## src/rtl/sbr_pkg.sv

```systemverilog
package sbr_pkg;
  typedef enum logic {REG_CSR = 1'b0, REG_FIFO = 1'b1} region_e;
endpackage

```

## src/rtl/sbr_sync.sv

```systemverilog
module sbr_sync #(
  parameter int N = 3
) (
  input  logic         clk_i,
  input  logic         rst_ni,
  input  logic [N-1:0] d_i,
  output logic [N-1:0] q_o
);
  logic [N-1:0] meta_q, sync_q;
  for (genvar i = 0; i < N; i++) begin : g_bit
    always_ff @(posedge clk_i or negedge rst_ni) begin
      if (!rst_ni) begin
        meta_q[i] <= 1'b1;
        sync_q[i] <= 1'b1;
      end else begin
        meta_q[i] <= d_i[i];
        sync_q[i] <= meta_q[i];
      end
    end
  end
  assign q_o = sync_q;
endmodule

```

## src/rtl/sbr_decode.sv

```systemverilog
module sbr_decode
  import sbr_pkg::*;
#(
  parameter int AW    = 7,
  parameter int TAG_W = 5
) (
  input  logic          fifo_sel_i,
  input  logic [AW-1:0] addr_i,
  output region_e       region_o,
  output logic [AW-2:0] word_idx_o,
  output logic          hi_half_o
);
  always_comb begin
    region_o   = (fifo_sel_i || addr_i[AW-1 -: TAG_W] == '0) ? REG_FIFO : REG_CSR;
    word_idx_o = addr_i[AW-1:1];
    hi_half_o  = addr_i[0];
  end
endmodule

```

## src/rtl/sbr_wr_pack.sv

```systemverilog
module sbr_wr_pack #(
  parameter int HW = 16,
  localparam int WW = 2 * HW
) (
  input  logic          clk_i,
  input  logic          rst_ni,
  input  logic          lo_end_i,
  input  logic          hi_end_i,
  input  logic          swap_i,
  input  logic          to_fifo_i,
  input  logic [HW-1:0] data_i,
  output logic [WW-1:0] word_o,
  output logic          push_fifo_o,
  output logic          push_csr_o
);
  logic [HW-1:0] hold_q;
  always_ff @(posedge clk_i or negedge rst_ni) begin
    if (!rst_ni) begin
      hold_q      <= '0;
      word_o      <= '0;
      push_fifo_o <= 1'b0;
      push_csr_o  <= 1'b0;
    end else begin
      if (lo_end_i) hold_q <= data_i;
      if (hi_end_i) word_o <= swap_i ? {hold_q, data_i} : {data_i, hold_q};
      push_fifo_o <= hi_end_i & to_fifo_i;
      push_csr_o  <= hi_end_i & ~to_fifo_i;
    end
  end

  a_r2_single_pulse: assert property (@(posedge clk_i) disable iff (!rst_ni)
    (push_fifo_o || push_csr_o) |=> !(push_fifo_o || push_csr_o));
endmodule

```

## src/rtl/sbr_rd_path.sv

```systemverilog
module sbr_rd_path #(
  parameter int HW = 16,
  localparam int WW = 2 * HW
) (
  input  logic          clk_i,
  input  logic          rst_ni,
  input  logic          lo_start_i,
  input  logic          hi_start_i,
  input  logic          swap_i,
  input  logic [WW-1:0] src_i,
  output logic [HW-1:0] dout_o
);
  logic [WW-1:0] snap_q;
  always_ff @(posedge clk_i or negedge rst_ni) begin
    if (!rst_ni) begin
      snap_q <= '0;
      dout_o <= '0;
    end else if (lo_start_i) begin
      snap_q <= src_i;
      dout_o <= swap_i ? src_i[WW-1:HW] : src_i[HW-1:0];
    end else if (hi_start_i) begin
      dout_o <= swap_i ? snap_q[HW-1:0] : snap_q[WW-1:HW];
    end
  end
endmodule

```

## src/rtl/sram_host_bridge.sv

```systemverilog
module sram_host_bridge
  import sbr_pkg::*;
#(
  parameter int HW    = 16,
  parameter int AW    = 7,
  parameter int TAG_W = 5,
  localparam int WW   = 2 * HW,
  localparam int IW   = AW - 1
) (
  input  logic          clk_i,
  input  logic          rst_ni,
  input  logic          cs_ni,
  input  logic          rd_ni,
  input  logic          wr_ni,
  input  logic [AW-1:0] addr_i,
  input  logic          fifo_sel_i,
  input  logic          fifo_swap_i,
  input  logic          low_power_i,
  input  logic [HW-1:0] data_i,
  output logic [HW-1:0] data_o,
  output logic          data_oe_o,
  output logic          wake_o,
  output logic [IW-1:0] csr_addr_o,
  output logic [WW-1:0] csr_wdata_o,
  output logic          csr_wr_o,
  input  logic [WW-1:0] csr_rdata_i,
  output logic [WW-1:0] txf_data_o,
  output logic          txf_push_o,
  input  logic [WW-1:0] rxf_data_i,
  output logic          rxf_pop_o
);
  logic [2:0] strb_s;
  logic       s_rd, s_wr, rd_q, wr_q;
  logic       rd_start, rd_end, wr_end;
  region_e    region;
  logic       hi_half, is_fifo, swap_eff;
  logic [WW-1:0] wr_word, rd_src;

  sbr_sync #(.N(3)) u_sync (
    .clk_i(clk_i), .rst_ni(rst_ni),
    .d_i({cs_ni, rd_ni, wr_ni}), .q_o(strb_s)
  );

  sbr_decode #(.AW(AW), .TAG_W(TAG_W)) u_dec (
    .fifo_sel_i(fifo_sel_i), .addr_i(addr_i),
    .region_o(region), .word_idx_o(csr_addr_o), .hi_half_o(hi_half)
  );

  assign s_rd     = ~strb_s[2] & ~strb_s[1];
  assign s_wr     = ~strb_s[2] & ~strb_s[0];
  assign rd_start = s_rd & ~rd_q;
  assign rd_end   = ~s_rd & rd_q;
  assign wr_end   = ~s_wr & wr_q;
  assign is_fifo  = (region == REG_FIFO);
  assign swap_eff = fifo_swap_i & is_fifo;
  assign rd_src   = is_fifo ? rxf_data_i : csr_rdata_i;

  always_ff @(posedge clk_i or negedge rst_ni) begin
    if (!rst_ni) begin
      rd_q      <= 1'b0;
      wr_q      <= 1'b0;
      rxf_pop_o <= 1'b0;
      wake_o    <= 1'b0;
    end else begin
      rd_q      <= s_rd;
      wr_q      <= s_wr;
      rxf_pop_o <= rd_end & hi_half & is_fifo;
      wake_o    <= s_wr & low_power_i;
    end
  end

  sbr_wr_pack #(.HW(HW)) u_wr (
    .clk_i(clk_i), .rst_ni(rst_ni),
    .lo_end_i(wr_end & ~hi_half), .hi_end_i(wr_end & hi_half),
    .swap_i(swap_eff), .to_fifo_i(is_fifo), .data_i(data_i),
    .word_o(wr_word), .push_fifo_o(txf_push_o), .push_csr_o(csr_wr_o)
  );

  sbr_rd_path #(.HW(HW)) u_rd (
    .clk_i(clk_i), .rst_ni(rst_ni),
    .lo_start_i(rd_start & ~hi_half), .hi_start_i(rd_start & hi_half),
    .swap_i(swap_eff), .src_i(rd_src), .dout_o(data_o)
  );

  assign csr_wdata_o = wr_word;
  assign txf_data_o  = wr_word;
  assign data_oe_o   = rd_q;

  a_r1_idle_after_reset: assert property (@(posedge clk_i) disable iff (!rst_ni)
    $rose(rst_ni) |-> !(csr_wr_o || txf_push_o || rxf_pop_o));
  a_r5_sel_blocks_csr: assert property (@(posedge clk_i) disable iff (!rst_ni)
    csr_wr_o |-> !$past(fifo_sel_i));
  a_r4_pop_single: assert property (@(posedge clk_i) disable iff (!rst_ni)
    rxf_pop_o |=> !rxf_pop_o);
  a_r8_wake_needs_lp: assert property (@(posedge clk_i) disable iff (!rst_ni)
    wake_o |-> $past(low_power_i));
  a_r10_oe_needs_read: assert property (@(posedge clk_i) disable iff (!rst_ni)
    data_oe_o |-> $past(!cs_ni && !rd_ni, 3));
  a_r4_push_exclusive: assert property (@(posedge clk_i) disable iff (!rst_ni)
    $onehot0({csr_wr_o, txf_push_o, rxf_pop_o}));
endmodule

```

## config.mk

```make
export PLATFORM = sky130hd
export DESIGN_NAME = sram_host_bridge
export DESIGN_NICKNAME = d
export VERILOG_FILES = /design/src/rtl/sbr_pkg.sv /design/src/rtl/sbr_sync.sv /design/src/rtl/sbr_decode.sv /design/src/rtl/sbr_wr_pack.sv /design/src/rtl/sbr_rd_path.sv /design/src/rtl/sram_host_bridge.sv
export SDC_FILE = /design/constraint.sdc
export NUM_CORES = 1
export LEC_CHECK = 0
export CELL_PAD_IN_SITES_DETAIL_PLACEMENT = 1
export CELL_PAD_IN_SITES_GLOBAL_PLACEMENT = 2
export CORE_MARGIN = 2
export CORE_UTILIZATION = 30
export CTS_CLUSTER_DIAMETER = 30
export DETAILED_ROUTE_END_ITERATION = 6
export PLACE_DENSITY_LB_ADDON = 0.25
export SETUP_SLACK_MARGIN = 0.4
export SYNTH_ARGS = -nofsm -noshare
export SYNTH_HDL_FRONTEND = slang
export SYNTH_SLANG_ARGS = --single-unit
export TNS_END_PERCENT = 50
```

## constraint.sdc

```tcl
create_clock -name clk_i -period 2.8 [get_ports clk_i]
set_input_delay 0.84 -clock clk_i [delete_from_list [all_inputs] [get_ports clk_i]]
set_output_delay 0.84 -clock clk_i [all_outputs]
set_load 0.02 [all_outputs]
```

## After elaboration in Yosys (flattened, before gate mapping)

Cells that the tools add are included.

| storage, ports and cells | value |
|---|---|
| input port bits | 95 |
| output and inout bits | 91 |
| register bits | 108 |
| word-level logic and storage cells | 49 |

| operators by class | value |
|---|---|
| multiplexer cells | 7 |
| reduce and logical (&&, ||, !) cells | 3 |
| bitwise gates (word level) | 23 |

Operators with widths:

| operator | count |
|---|---|
| two-way mux 16 bit | 4 |
| two-way mux 32 bit | 2 |
| AND 1 bit | 15 |
| NOT 1 bit | 8 |
| logical NOT 5 bit | 1 |
| nonzero test 2 bit | 1 |
| logical OR 1 bit | 1 |
| two-way mux 1 bit | 1 |

## Depth between registers and ports, before layout

| logic depth | value |
|---|---|
| depth after elaboration | 7 |
| mapped depth | 7 |
| gate-level depth less buffers | 5 |

## Modules after synthesis

Synthesis repeated with hierarchy kept, for this count alone.

| unflattened totals | value |
|---|---|
| cells, all modules | 457 |
| area, all modules | 5652.9 sq um |

By module, submodules not included:

| module | area each (sq um) | instances | cells each |
|---|---|---|---|
| sbr_rd_path | 2287.2 | 1 | 181 |
| sbr_wr_pack | 2210.9 | 1 | 177 |
| sram_host_bridge | 929.6 | 1 | 84 |
| sbr_sync | 157.7 | 1 | 6 |
| sbr_decode | 67.6 | 1 | 9 |

## Worst setup path after synthesis

No wires, ideal clock.

| timing path | value |
|---|---|
| path kind | input -> register |
| start point | input port addr_i[3] |
| end point | register u_wr.word_o[10] |
| cell stages on the path | 7 |
| path buffers | 2 |
| data required time | 2.665 ns |
| arrival | 1.845 ns |
| path slack | 0.820 ns |
| cells stage by stage | nor3_1 > a21o_1 > nand2_1 > buf_4 > buf_4 > mux2i_1 > o21ai_0 |

| on the way | value |
|---|---|
| word-level cells in the longest chain between the ends | 5 |

RTL lines:

| item | RTL line | text |
|---|---|---|
| from (decl) | sram_host_bridge.sv:15 | `input logic [AW-1:0] addr_i,` |
| logical NOT 5 bit | sbr_decode.sv:14 | `region_o = (fifo_sel_i \|\| addr_i[AW-1 -: TAG_W] == '0) ? REG_FIFO : REG_CSR;` |
| logical OR 1 bit | sbr_decode.sv:14 |  |
| two-way mux 1 bit | sbr_decode.sv:14 |  |
| AND 1 bit | sram_host_bridge.sv:55 | `assign swap_eff = fifo_swap_i & is_fifo;` |
| two-way mux 32 bit | sbr_wr_pack.sv:25 | `if (hi_end_i) word_o <= swap_i ? {hold_q, data_i} : {data_i, hold_q};` |
| to (signal assigned) | sbr_wr_pack.sv:25 |  |
| to (decl) | sbr_wr_pack.sv:12 | `output logic [WW-1:0] word_o,` |

Every way passes these cells.
A chain may end at the register's enable or synchronous reset.

## Final worst setup path

| timing path | value |
|---|---|
| start point | input port addr_i[2] |
| end point | output port csr_addr_o[1] |

RTL lines:

| item | RTL line | text |
|---|---|---|
| to (decl) | sram_host_bridge.sv:23 | `output logic [IW-1:0] csr_addr_o,` |

No word-level cell between the ends.

==> summary.md <==
| Metric | Value |
|---|---|
| Status | `finished clean` |
| Synth area leader | `dfrtp_1` |
| Worst Clk Skew | `roughly 6.1 ps` |
| Detailed Place HPWL | `roughly 10,000 um` |
| Row cnt | `around 50` |
| Design Power | `5.03 mW` |
| First-pass GRT wire length | `22,800 um` |
| F_max | `~0.4 GHz` |
| Vias in the first global route | `around 4,400` |
| GP Congestion | `0.737` |
| Via-per-instance ratio | `4.73` |
| Top Ports | `roughly 190` |
| Sequential share of the synthesized area | `49.9%` |
| Layout area overhead | `38.9%` |
| Leak | `roughly 3.4 nW` |
| Syn_nets | `roughly 600` |
| RSZ-0062 raised after global routing | `yes` |
| Drt first pass iters | `4` |
| Crit path cell chain | `clkdlybuf4s50_1 > clkdlybuf4s15_2` |
| Worst-Margin Slew | `421 ps` |
| Synth cell count leaders | `102 x dfrtp_1, 96 x mux2i_1, 82 x nand2_1` |
| Post-Syn Area per Cell | `10.9 um^2` |
| Hold Violations, Final | `0` |
| # diodes | `0` |
| Overall die area | `19,200 um^2` |
| PortBufs | `183` |
| Max-Cap Viols | `0` |
| Post-synthesis cell count | `501` |
| Top_reg_cell synth | `dfrtp_1` |
| Setup Fix Bufs, Post-CTS | `0` |
| Via count | `about 4,100` |
| Crit path kind | `input port to primary output` |
| Initial antenna violation count | `0` |
| Crit Path Max Fanout | `2` |
| Setup WS post-layout | `between 300 and 400 ps` |
| Startpoint Class | `input port` |
| Initial drt markers | `140` |
| Cell area after synthesis | `between 5000 and 6000 um^2` |
| Core ar. | `between 15,000 and 20,000 um^2` |
| DP Area | `approximately 7300 um^2` |
| Post-route ant nets | `0` |
| Drc violations | `0` |
| Place WS | `-6.53 ps` |
| VDD IR max | `~0.00029 V` |
| WL/cell | `approximately 16 um` |
| Asr flop ratio synth | `100%` |
| CTS tree | `built` |
| Post-layout instance area | `~7500 um^2` |
| Largest net degree at the start of global routing | `57` |
| Initial core utilization | `slightly above 30%` |
| YS warnings | `0` |
| Critical path capture point type | `primary output` |
| Grt total ovfl | `0` |
| Tot GR Track Use | `14.7%` |
| Cell family with most CP delay | `buffers and inverters` |
| Fraction of layout cells with a size suffix above 1 | `12.9%` |
| Final period util | `87.0%` |
| Final period demand of the worst path | `approximately 2400 ps` |
| CP max stage delay | `between 400 and 500 ps` |
| # H-tree levels | `3` |
| Most common cell in the netlist | `dfrtp_1` |
| Clock buffer depth | `2` |
| Seq cells post-synth | `roughly 110` |
| Worst-Skew Late Latency | `roughly 350 ps` |
| Fin nets | `~730` |
| Fin Setup TNS | `0 ps` |
| Clk pin slew, worst setup/hold paths | `roughly 70 ps` |
| Num Clock Sinks | `~110` |
| CP max stage cell | `clkdlybuf4s50_1` |
| Die H | `139 um` |
| Setup violators final | `0` |
| Post-Route WL | `roughly 14,000 um` |
| CP required | `roughly 2000 ps` |
| Max-slew headroom | `approximately 70%` |
| Root Buffer Master | `clkbuf_16` |
| Worst hold path class | `flop to flop` |
| Synth cell types | `24` |
| Top cell type's share of synthesized area | `47.0%` |
| CTS Hold Bufs | `0` |
| Arrival @ worst endpoint | `1600 ps` |
| Die Width | `approximately 140 um` |
| Filler cell count | `about 1,900` |
| Crit path buffers/inverters | `2` |
| Pwr/cell area | `approximately 670 nW/um^2` |
| EDFF count, synth | `0` |
| Worst Hold Slack | `350 ps` |
| CTS buffer count | `9` |
| Slew Limit Fails | `0` |
| Synth top area cells | `dfrtp_1 47%, mux2i_1 18%, buf_4 5.8%, nand2_1 5.7%, o21ai_2 3.5%` |
==> cells by family (layout without fill, tap and decap cells) <==
| kind of cell | Yosys count | count (layout) | synth area share (%) |
|---|---|---|---|
| AO/OA/AOI/OAI | 99 | 99 | 11.9 |
| buffers and inverters | 72 | 212 | 9.21 |
| flip-flops | 108 | 108 | 49.9 |
| multiplexers | 112 | 112 | 21.0 |
| AND/OR/NAND/NOR | 110 | 110 | 8.01 |
==> registers in the layout (all words and copies together) (netlist names) <==
name,cells
data_oe_o,1
rxf_pop_o,1
u_rd.dout_o,16
u_rd.snap_q,32
u_sync.meta_q,3
u_sync.q_o,3
u_wr.hold_q,16
u_wr.push_csr_o,1
u_wr.push_fifo_o,1
u_wr.word_o,32
wake_o,1
wr_q,1
==> layer usage <==
metal	global-route usage, %	routed length, um	vias to the layer above
met5	0	0	-
met4	4.31	165	0
met1	18.8	6250	1997
met3	2.90	654	13
li1	-	-	1983
met2	25.2	6820	122
==> stage by stage <==
step	utilization (%)	cells
after global routing	42.3	870
after CTS	42.3	870
after global placement	40.6	854
after detailed placement	40.6	854
final	42.3	870
after floorplan	-	501
==> cell type report <==
| cell class | instances | area, um^2 | area share (%) |
|---|---|---|---|
| Multi-Input combinational cell | 321 | 2260 | 29.9 |
| Timing Repair Buffer | 196 | 1990 | 26.4 |
| Clock inverter | 3 | 45.0 | 0.597 |
| Tap cell | 229 | 287 | 3.80 |
| Clock buffer | 13 | 260 | 3.45 |
| Sequential cell | 108 | 2710 | 35.9 |
==> worst paths after layout <==
check / from / end / slack, ps / cells after the start
max in group asynchronous: rst_ni / u_wr.word_o[29] / 1590 / 2
setup / recovery: addr_i[2] / csr_addr_o[1] / 360 / 2
hold / removal: u_sync.meta_q[2] / u_sync.q_o[2] / 350 / 0
min in group asynchronous: rst_ni / u_wr.word_o[25] / 410 / 1
hold reg to reg: u_sync.meta_q[2] / u_sync.q_o[2] / 350 / 0
setup reg to reg: u_sync.q_o[2] / u_rd.snap_q[2] / 1000 / 6
==> power by group <==
group	switching [mW]	internal [mW]
sequential	0.208	1.87
combinational	0.806	0.839
clock	0.564	0.744
==> placed cells by master, fill, tap and decap left out, types with 2 or more instances in the layout <==
cell,n
clkbuf_16,9
nand2_1,81
clkbuf_1,2
dfrtp_1,102
mux2_2,16
buf_4,8
mux2i_1,96
buf_2,3
buf_12,6
o21ai_0,32
clkinvlp_4,2
o21ai_2,22
clkdlybuf4s50_1,177
a21oi_1,16
clkbuf_8,2
dfstp_2,6
nor2_1,21
o21ai_1,10
o221ai_1,15
clkdlybuf4s15_2,2
==> repair_timing <==
item,CTS,global route
endpoints found under the setup margin,5,29
gates cloned,0,0
endpoints found under the hold margin,0,0
gates resized for setup,17,2
Note: power is estimated with default switching activity, not from simulation.
